## src/rtl/lowpwr_pkg.sv

```systemverilog
package lowpwr_pkg;

  localparam int STATE_W = 3;

  typedef enum logic [STATE_W-1:0] {
    PS_NORMAL      = 3'd0,
    PS_GRANT       = 3'd1,
    PS_GRANT_SNOOP = 3'd2,
    PS_SLEEP       = 3'd3,
    PS_DEEP        = 3'd4
  } pwrState_e;

  // control-to-datapath strobes
  typedef struct packed {
    logic latchEn;    // capture incoming requests
    logic releaseEn;  // deliver pending requests
    logic grantView;  // break request may be raised
    logic clearMon;   // drop pending monitor event
  } pwrStrobe_t;

endpackage

```

## src/rtl/lowpwr_fsm.sv

```systemverilog
module lowpwr_fsm
  import lowpwr_pkg::*;
(
  input  logic       clk,
  input  logic       rstN,
  input  logic       stpClkN,
  input  logic       slpN,
  input  logic       dpSlpN,
  input  logic       snoopReq,
  input  logic       snoopDone,
  input  logic       irqAny,
  output pwrState_e  state,
  output pwrStrobe_t strobe,
  output logic       clkEn,
  output logic       snoopSvc,
  output logic       slpErr,
  output logic       protoErr
);

  pwrState_e stateNext;
  logic      snoopOpen;
  logic      snoopHold;
  logic      inGrant;
  logic      asleep;

  assign inGrant   = (state == PS_GRANT) || (state == PS_GRANT_SNOOP);
  assign asleep    = (state == PS_SLEEP) || (state == PS_DEEP);
  assign snoopHold = (snoopOpen && !snoopDone) || snoopReq;

  always_comb begin
    stateNext = state;
    unique case (state)
      PS_NORMAL:      if (!stpClkN) stateNext = PS_GRANT;
      PS_GRANT: begin
        if (!slpN)                     stateNext = PS_SLEEP;
        else if (snoopReq || irqAny)   stateNext = PS_GRANT_SNOOP;
        else if (stpClkN)              stateNext = PS_NORMAL;
      end
      PS_GRANT_SNOOP: if (!snoopHold) stateNext = PS_GRANT;
      PS_SLEEP: begin
        if (!dpSlpN)    stateNext = PS_DEEP;
        else if (slpN)  stateNext = PS_GRANT;
      end
      PS_DEEP:        if (dpSlpN) stateNext = PS_SLEEP;
      default:        stateNext = PS_NORMAL;
    endcase
  end

  always_ff @(posedge clk or negedge rstN) begin
    if (!rstN) begin
      state     <= PS_NORMAL;
      snoopOpen <= 1'b0;
      slpErr    <= 1'b0;
      protoErr  <= 1'b0;
    end else begin
      state     <= stateNext;
      snoopOpen <= inGrant && ((snoopOpen && !snoopDone) || snoopReq);
      if (!slpN && (state == PS_NORMAL || state == PS_GRANT_SNOOP))
        slpErr <= 1'b1;
      if (snoopReq && asleep)
        protoErr <= 1'b1;
    end
  end

  assign strobe.latchEn   = !asleep;
  assign strobe.releaseEn = (state == PS_NORMAL);
  assign strobe.grantView = inGrant;
  assign strobe.clearMon  = (state == PS_NORMAL);

  assign clkEn    = !asleep;
  assign snoopSvc = (state == PS_GRANT_SNOOP) && snoopOpen && snoopDone;

endmodule

```

## src/rtl/lowpwr_irq.sv

```systemverilog
module lowpwr_irq
  import lowpwr_pkg::*;
#(
  parameter int IRQ_W = 4,
  parameter int NMI_W = 2
) (
  input  logic             clk,
  input  logic             rstN,
  input  pwrStrobe_t       strobe,
  input  logic [IRQ_W-1:0] irqReq,
  input  logic             monEvt,
  input  logic             intEnable,
  output logic [IRQ_W-1:0] irqOut,
  output logic             pbeN
);

  logic [IRQ_W-1:0] pend;
  logic [IRQ_W-1:0] eligible;
  logic [IRQ_W-1:0] pick;
  logic             monPend;
  logic             found;

  // non-maskable types always eligible, local lines follow the enable
  always_comb begin
    for (int i = 0; i < IRQ_W; i++)
      eligible[i] = pend[i] && strobe.releaseEn && ((i < NMI_W) || intEnable);
  end

  // fixed priority: lowest index first, one per clock
  always_comb begin
    pick  = '0;
    found = 1'b0;
    for (int i = 0; i < IRQ_W; i++) begin
      if (eligible[i] && !found) begin
        pick[i] = 1'b1;
        found   = 1'b1;
      end
    end
  end

  always_ff @(posedge clk or negedge rstN) begin
    if (!rstN) begin
      pend    <= '0;
      irqOut  <= '0;
      monPend <= 1'b0;
    end else begin
      pend   <= (pend & ~pick) | (strobe.latchEn ? irqReq : '0);
      irqOut <= pick;
      if (strobe.clearMon)
        monPend <= 1'b0;
      else if (strobe.latchEn && monEvt)
        monPend <= 1'b1;
    end
  end

  assign pbeN = !(strobe.grantView && ((|pend) || monPend));

endmodule

```

## src/rtl/lowpwr_ctl.sv

```systemverilog
module lowpwr_ctl
  import lowpwr_pkg::*;
#(
  parameter  int LINT_LINES = 2,
  localparam int NMI_W      = 2,
  localparam int IRQ_W      = NMI_W + LINT_LINES
) (
  input  logic             clk,
  input  logic             rstN,
  input  logic             stpClkN,
  input  logic             slpN,
  input  logic             dpSlpN,
  input  logic             snoopReq,
  input  logic             snoopDone,
  input  logic [IRQ_W-1:0] irqReq,
  input  logic             monEvt,
  input  logic             intEnable,
  output logic [2:0]       pwrState,
  output logic             clkEn,
  output logic             pbeN,
  output logic [IRQ_W-1:0] irqOut,
  output logic             snoopSvc,
  output logic             slpErr,
  output logic             protoErr
);

  pwrState_e  state;
  pwrStrobe_t strobe;

  lowpwr_fsm u_fsm (
    .clk       (clk),
    .rstN      (rstN),
    .stpClkN   (stpClkN),
    .slpN      (slpN),
    .dpSlpN    (dpSlpN),
    .snoopReq  (snoopReq),
    .snoopDone (snoopDone),
    .irqAny    (|irqReq),
    .state     (state),
    .strobe    (strobe),
    .clkEn     (clkEn),
    .snoopSvc  (snoopSvc),
    .slpErr    (slpErr),
    .protoErr  (protoErr)
  );

  lowpwr_irq #(.IRQ_W(IRQ_W), .NMI_W(NMI_W)) u_irq (
    .clk       (clk),
    .rstN      (rstN),
    .strobe    (strobe),
    .irqReq    (irqReq),
    .monEvt    (monEvt),
    .intEnable (intEnable),
    .irqOut    (irqOut),
    .pbeN      (pbeN)
  );

  assign pwrState = state;

endmodule

```

## config.mk

```make
export PLATFORM = sky130hd
export DESIGN_NAME = lowpwr_ctl
export DESIGN_NICKNAME = d
export VERILOG_FILES = /design/src/rtl/lowpwr_pkg.sv /design/src/rtl/lowpwr_fsm.sv /design/src/rtl/lowpwr_irq.sv /design/src/rtl/lowpwr_ctl.sv
export SDC_FILE = /design/constraint.sdc
export NUM_CORES = 1
export LEC_CHECK = 0
export BUFFER_PORTS_ARGS = -buffer_cell sky130_fd_sc_hd__buf_2
export CAP_MARGIN = 30
export CORE_MARGIN = 10
export CORE_UTILIZATION = 45
export DETAILED_ROUTE_END_ITERATION = 7
export PLACE_DENSITY = 0.82
export SLEW_MARGIN = 30
export SYNTH_ARGS = -nofsm -noshare
export SYNTH_HDL_FRONTEND = slang
export SYNTH_HIERARCHICAL = 1
export SYNTH_SLANG_ARGS = --single-unit
```

## constraint.sdc

```tcl
create_clock -name clk -period 1.4 [get_ports clk]
set_input_delay 0.07 -clock clk [delete_from_list [all_inputs] [get_ports clk]]
set_output_delay 0.07 -clock clk [all_outputs]
set_load 0.005 [all_outputs]
```

# [Word-level counts from Yosys, hierarchy flattened]
# Index checks and enable logic that the tools add are counted.
[totals] output_inout_bits=12 wordCells=72 input_bits=13 ff_bits=15
[op_classes] reduce_logical=35 n_eq_ne=9 n_bitwise=3 muxes=18
[ops] cell="$mux W3" n=8
[ops] cell="$logic_and A1 B1 Y1" n=17
[ops] cell="$pmux W3 S5" n=1
[ops] cell="$mux W1" n=8
[ops] cell="$reduce_or A4 Y1" n=2
[ops] cell="$logic_not A1 Y1" n=7
[ops] cell="$eq A3 B2 Y1 const B" n=2
[ops] cell="$logic_or A1 B1 Y1" n=6
[ops] cell="$ne A2 B2 Y1 const B" n=3
[ops] cell="$reduce_and A5 Y1" n=1
[ops] cell="$and A4 B4 Y4" n=1
[ops] cell="$mux W4" n=1
[ops] cell="$ne A4 B4 Y1 const B" n=1
[ops] cell="$not A4 Y4" n=1
[ops] cell="$or A4 B4 Y4" n=1
[ops] cell="$eq A3 B1 Y1 const B" n=1
[ops] cell="$eq A3 B3 Y1 const B" n=1
[ops] cell="$logic_not A3 Y1" n=1
[ops] cell="$ne A3 B3 Y1 const B" n=1
[ops] cell="$reduce_bool A2 Y1" n=1

# [Logic depth before layout (Yosys ltp)]
[logic_depth] word_depth=15 ltp_mapped=6 depth_no_buf=4

# [Cells and area by module]
# The synthesis kept the hierarchy.
[by_module_without_submodules] module="lowpwr_fsm" instances=1 cells_per_inst=43 seq_area_each_um2=150.1 area_each_um2=370.4
[by_module_without_submodules] module="lowpwr_irq" instances=1 cells_per_inst=28 seq_area_each_um2=225.2 area_each_um2=349.1
[by_module_without_submodules] module="lowpwr_ctl" instances=1 cells_per_inst=1 seq_area_each_um2=0.0 area_each_um2=7.5

# [Worst setup path before layout]
# Ideal clock, no wire load.
[synth_timing] path_kind="register to register" start="register u_fsm.state[2]" end="register u_irq.pend[3]" required_ns=1.270 synth_period_minus_slack_ns=1.379 path_stages_with_launch=7 arrival_time_ns=1.249 slack_ns=0.021 n_path_buf=2 setup_time_ns=0.130 path_cell_list="dfrtp_1 > buf_2 > nand3b_1 > nor2b_1 > buf_4 > a22oi_1 > o21ai_0"
[synth_via] elab_chain_len=15 elab_cells_between_ends=24 classes_between="eq/ne (2); mux (5); bitwise (3); reduce/logical (14)"
[synth_lines] element="from (decl)" line="lowpwr_fsm.sv:12" rtl="output pwrState_e state,"
[synth_lines] element="from (signal assigned)" line="lowpwr_fsm.sv:56" rtl="state <= stateNext;"
[synth_lines] element="$logic_not A3 Y1" line="lowpwr_fsm.sv:66" rtl="assign strobe.releaseEn = (state == PS_NORMAL);"
[synth_lines] element="$logic_and A1 B1 Y1" line="lowpwr_irq.sv:26" rtl="eligible[i] = pend[i] && strobe.releaseEn && ((i < NMI_W) || intEnable);"
[synth_lines] element="$mux W1" line="lowpwr_irq.sv:34" rtl="if (eligible[i] && !found) begin"
[synth_lines] element="$logic_not A1 Y1" line="lowpwr_irq.sv:34"
[synth_lines] element="$logic_and A1 B1 Y1" line="lowpwr_irq.sv:34"
[synth_lines] element="$mux W1" line="lowpwr_irq.sv:34"
[synth_lines] element="$logic_not A1 Y1" line="lowpwr_irq.sv:34"
[synth_lines] element="$logic_and A1 B1 Y1" line="lowpwr_irq.sv:34"
[synth_lines] element="$mux W1" line="lowpwr_irq.sv:34"
[synth_lines] element="$logic_not A1 Y1" line="lowpwr_irq.sv:34"
[synth_lines] element="$logic_and A1 B1 Y1" line="lowpwr_irq.sv:34"
[synth_lines] element="$mux W1" line="lowpwr_irq.sv:34"
[synth_lines] element="$not A4 Y4" line="lowpwr_irq.sv:47" rtl="pend <= (pend & ~pick) | (strobe.latchEn ? irqReq : '0);"
[synth_lines] element="$and A4 B4 Y4" line="lowpwr_irq.sv:47"
[synth_lines] element="$or A4 B4 Y4 (*)" line="lowpwr_irq.sv:47"
[synth_lines] element="to (signal assigned)" line="lowpwr_irq.sv:47"
[synth_lines] element="to (decl)" line="lowpwr_irq.sv:17" rtl="logic [IRQ_W-1:0] pend;"
# Every way passes the cells marked *; elsewhere a longest branch is shown, timed or not.
# A chain may end at the register's enable or synchronous reset.

# [Final worst setup path]
[layout_timing] start="register u_irq.pend[1]" end="output port pbeN"
[layout_via] elab_chain_len=4
[layout_lines] element="$reduce_or A4 Y1" line="lowpwr_irq.sv:56" rtl="assign pbeN = !(strobe.grantView && ((|pend) || monPend));"
[layout_lines] element="$logic_or A1 B1 Y1" line="lowpwr_irq.sv:56"
[layout_lines] element="$logic_and A1 B1 Y1" line="lowpwr_irq.sv:56"
[layout_lines] element="$logic_not A1 Y1" line="lowpwr_irq.sv:56"
[layout_lines] element="to (decl)" line="lowpwr_ctl.sv:20" rtl="output logic pbeN,"
# Every way passes these cells.

==> reports/qor.yml <==
sta:
  drv_slew: 0
  worstMarginPinSlew_ns: 0.4090
  fin_ws_ns: -0.1100
  finalHoldViolations: 0
  grt_setup_unrepaired: "yes"
  timing.final.crit_share_pct: 107.9
  whs_ns: 0.02062
  setup_violations: 1
  maxSlewHeadroom_pct: 72.52
  finClkSkew_ns: 0.002719
  fin_crit_ns: 1.510
  clock.fmax_mhz: 662.3
clocking:
  cts_tree: "built"
  clock_path_buffers: 2
  cts_buffers: 3
  htreeDepth: 1
  clock_latency_ns: 0.27
  clock-sinks: 15
  clk_pin_slew_ns: 0.08
  root_buffer: "clkbuf_4"
min_path:
  hold_start: "irqReq[0]"
  hold_class: "in2reg"
  hold_depth: 3
  hold-path-endpoint: "u_irq/pend[0]"
power_and_ir_drop:
  combPwrFrac_pct: 48.4
  irDropWorstVdd_mv: 1.034
  total_leakage_power_nw: 0.4627
  power_density_nw_per_um2: 1782
  p_int_mw: 1.096
  p_sw_share_pct: 35.98
  clock_power_share_pct: 13.9
  p_sw_uw: 616.1
  p_seq_share_pct: 37.8
  power.total_mw: 1.712
setup_path:
  reg2reg_depth: 3
  crit_path_end_kind: "output pin"
  critical_path_class: "reg2out"
  r2r_end: "u_irq/pend[2]"
  critPathLaunchType: "flop"
  slowest_delay_ns: 0.53
  reg2reg_from: "u_fsm/state[1]"
  slowest_stage: "or4_1"
  arrival_ns: 1.44
  worstPathCellList: "or4_1 -> o21ai_1 -> buf_2"
  rrSetupSlack_ns: 0.09
  path_max_fanout: 2
  critPathRequiredTime_ns: 1.33
grt:
  gr-usage-met1_pct: 11.23
  grt_util_all_layers_pct: 9.889
  gr-usage-met3_pct: 3.814
  grt_pass1_vias: 648
  grt_start_max_net_pins: 16
  grt.overflow.total: 0
  grt_pass1_wl_mm: 2.829
  busiest_layer: "met2"
  antenna_found_initial: 0
  use_met2_pct: 16.18
die:
  ios: 25
  dieArea_sq_um: 3623
  initial_core_util_pct: 47.70
  die_x_um: 60.19
  num_rows: 14
  design.core.area_sq_um: 1524
  die_y_um: 60.19
yosys:
  yosys-top-cells-area: "dfrtp_1, nor3_1, buf_4"
  synth_area_sq_um: 726.9
  syn_inst: 72
  synth_cell_type_count: 30
  synth_seq_cells: 15
  post-synth-top-area-cell: "dfrtp_1"
  syn_nets: 85
  postSynthAreaPerCell_sq_um: 10.10
  yosys.area.top_type_share_pct: 51.64
  yosysSeqAreaShare_pct: 51.64
  ys_warn_count: 6
routing:
  drtIter0Drc: 7
  drtPass1Iterations: 4
  dr_total_vias: 654
  drcViolationCount: 0
  drtAntennaViolNets: 0
  wl_per_cell_um: 14.84
  viasPerCell: 5.405
  finalWirelength_mm: 1.796
flow_run:
  cap_violations: 0
placement:
  gp_congestion: 0.7879
  dp_slack_ns: 0.06047
  io_buffers: 24
  place_inst: 111
  hpwl_mm: 1.380
layout:
  drive_above_1_share_pct: 42.86
  layoutNonFillerInstCount: 121
  areaGrowthSynthToFinish_pct: 32.19
  final_cell_mix: "buf_2, dfrtp_1, buf_4"
  fin_nets: 119
  mostFrequentLayoutCell: "buf_2"
  diodes: 0
status:
  violations: "setup timing"
  outcome: "finished with violations"
[per-layer routing]
metal | vias up | wire (um)
met5 | - | 0
met4 | 0 | 27
met3 | 6 | 191
met2 | 33 | 812
met1 | 299 | 764
li1 | 316 | -
[power by group through the flow]
stage               clock network [mW]  registers [mW]  logic, mW
detailed placement                   0           0.655      0.704
finish                           0.237           0.647      0.828
CTS                              0.249           0.636      0.817
floorplan                            0           0.648      0.481
global route                     0.259           0.657      0.923
global placement                     0           0.649      0.682
[cells by family after synthesis]
logic type / Yosys count / synth area share (%)
buf+inv: 11 / 7.573
simple gates: 29 / 24.78
compound gates: 17 / 16.01
flops: 15 / 51.64
[flip-flops by register name, indices dropped and copies added (netlist names)]
signal and cells:
u_fsm/snoopOpen 1, u_fsm/slpErr 1, u_irq/monPend 1, u_fsm/protoErr 1, u_irq/irqOut 4, u_fsm/state 3, u_irq/pend 4
[area by class of cell]
class / instances / area, sq um
clock buffers: 4 / 26.28
fillers: 129 / 563.0
inverters: 6 / 22.52
multi-input cells: 46 / 304.0
flip-flops and latches: 15 / 375.4
well taps: 16 / 20.02
repair buffers: 34 / 212.7
[worst max-delay path: cells and delay by family (launching register included)]
| family | cells | cell delay [ns] |
|---|---|---|
| buf+inv | 1 | 0.12 |
| flops | 1 | 0.39 |
| simple gates | 1 | 0.53 |
| compound gates | 1 | 0.12 |
[worst max path at each step]
stage                   startpoint              to  slack, ns  cells past startpoint
global placement         irqReq[1]  u_fsm/state[1]        0.1                      5
finish               u_irq/pend[1]            pbeN      -0.11                      3
global route         u_irq/pend[1]            pbeN      -0.17                      3
detailed placement       irqReq[1]  u_fsm/state[1]       0.06                      5
floorplan           u_fsm/state[2]   u_irq/pend[3]       0.02                      6
CTS                  u_irq/pend[2]            pbeN      -0.12                      3
[per-stage QoR]
step / cell area [sq um] / TNS (ns) / util [%]
2_1_floorplan: 726.9 / 0 / -
5_1_grt: 960.9 / -0.1674 / 63.05
3_3_place_gp: 864.6 / 0 / 56.73
6_report: 960.9 / -0.1100 / 63.05
3_5_place_dp: 864.6 / 0 / 56.73
4_1_cts: 948.4 / -0.1212 / 62.23
[repair_timing]
item | CTS | global route
resized for setup | 1 | 1
endpoints found under the setup margin | 2 | 3
hold endpoints to repair | 16 | 0
hold buffers | 2 | 0
setup buffers | 3 | 1
[synthesized netlist by cell type, drive strengths merged]
| cell | instances |
|---|---|
| nor3b | 3 |
| a2111oi | 1 |
| nand2 | 2 |
| nor2 | 4 |
| or2 | 1 |
| buf | 5 |
| nand4bb | 1 |
| nor2b | 2 |
| nand2b | 2 |
| a21oi | 5 |
| dfrtp | 15 |
| o21ai | 6 |
| and3 | 1 |
| and4bb | 1 |
| a22oi | 1 |
| nand3b | 1 |
| o22a | 1 |
| or4 | 2 |
| inv | 6 |
| a22o | 2 |
| nand3 | 1 |
| and2 | 2 |
| o21bai | 1 |
| nor3 | 6 |
Power figures use the tool's default switching activity.
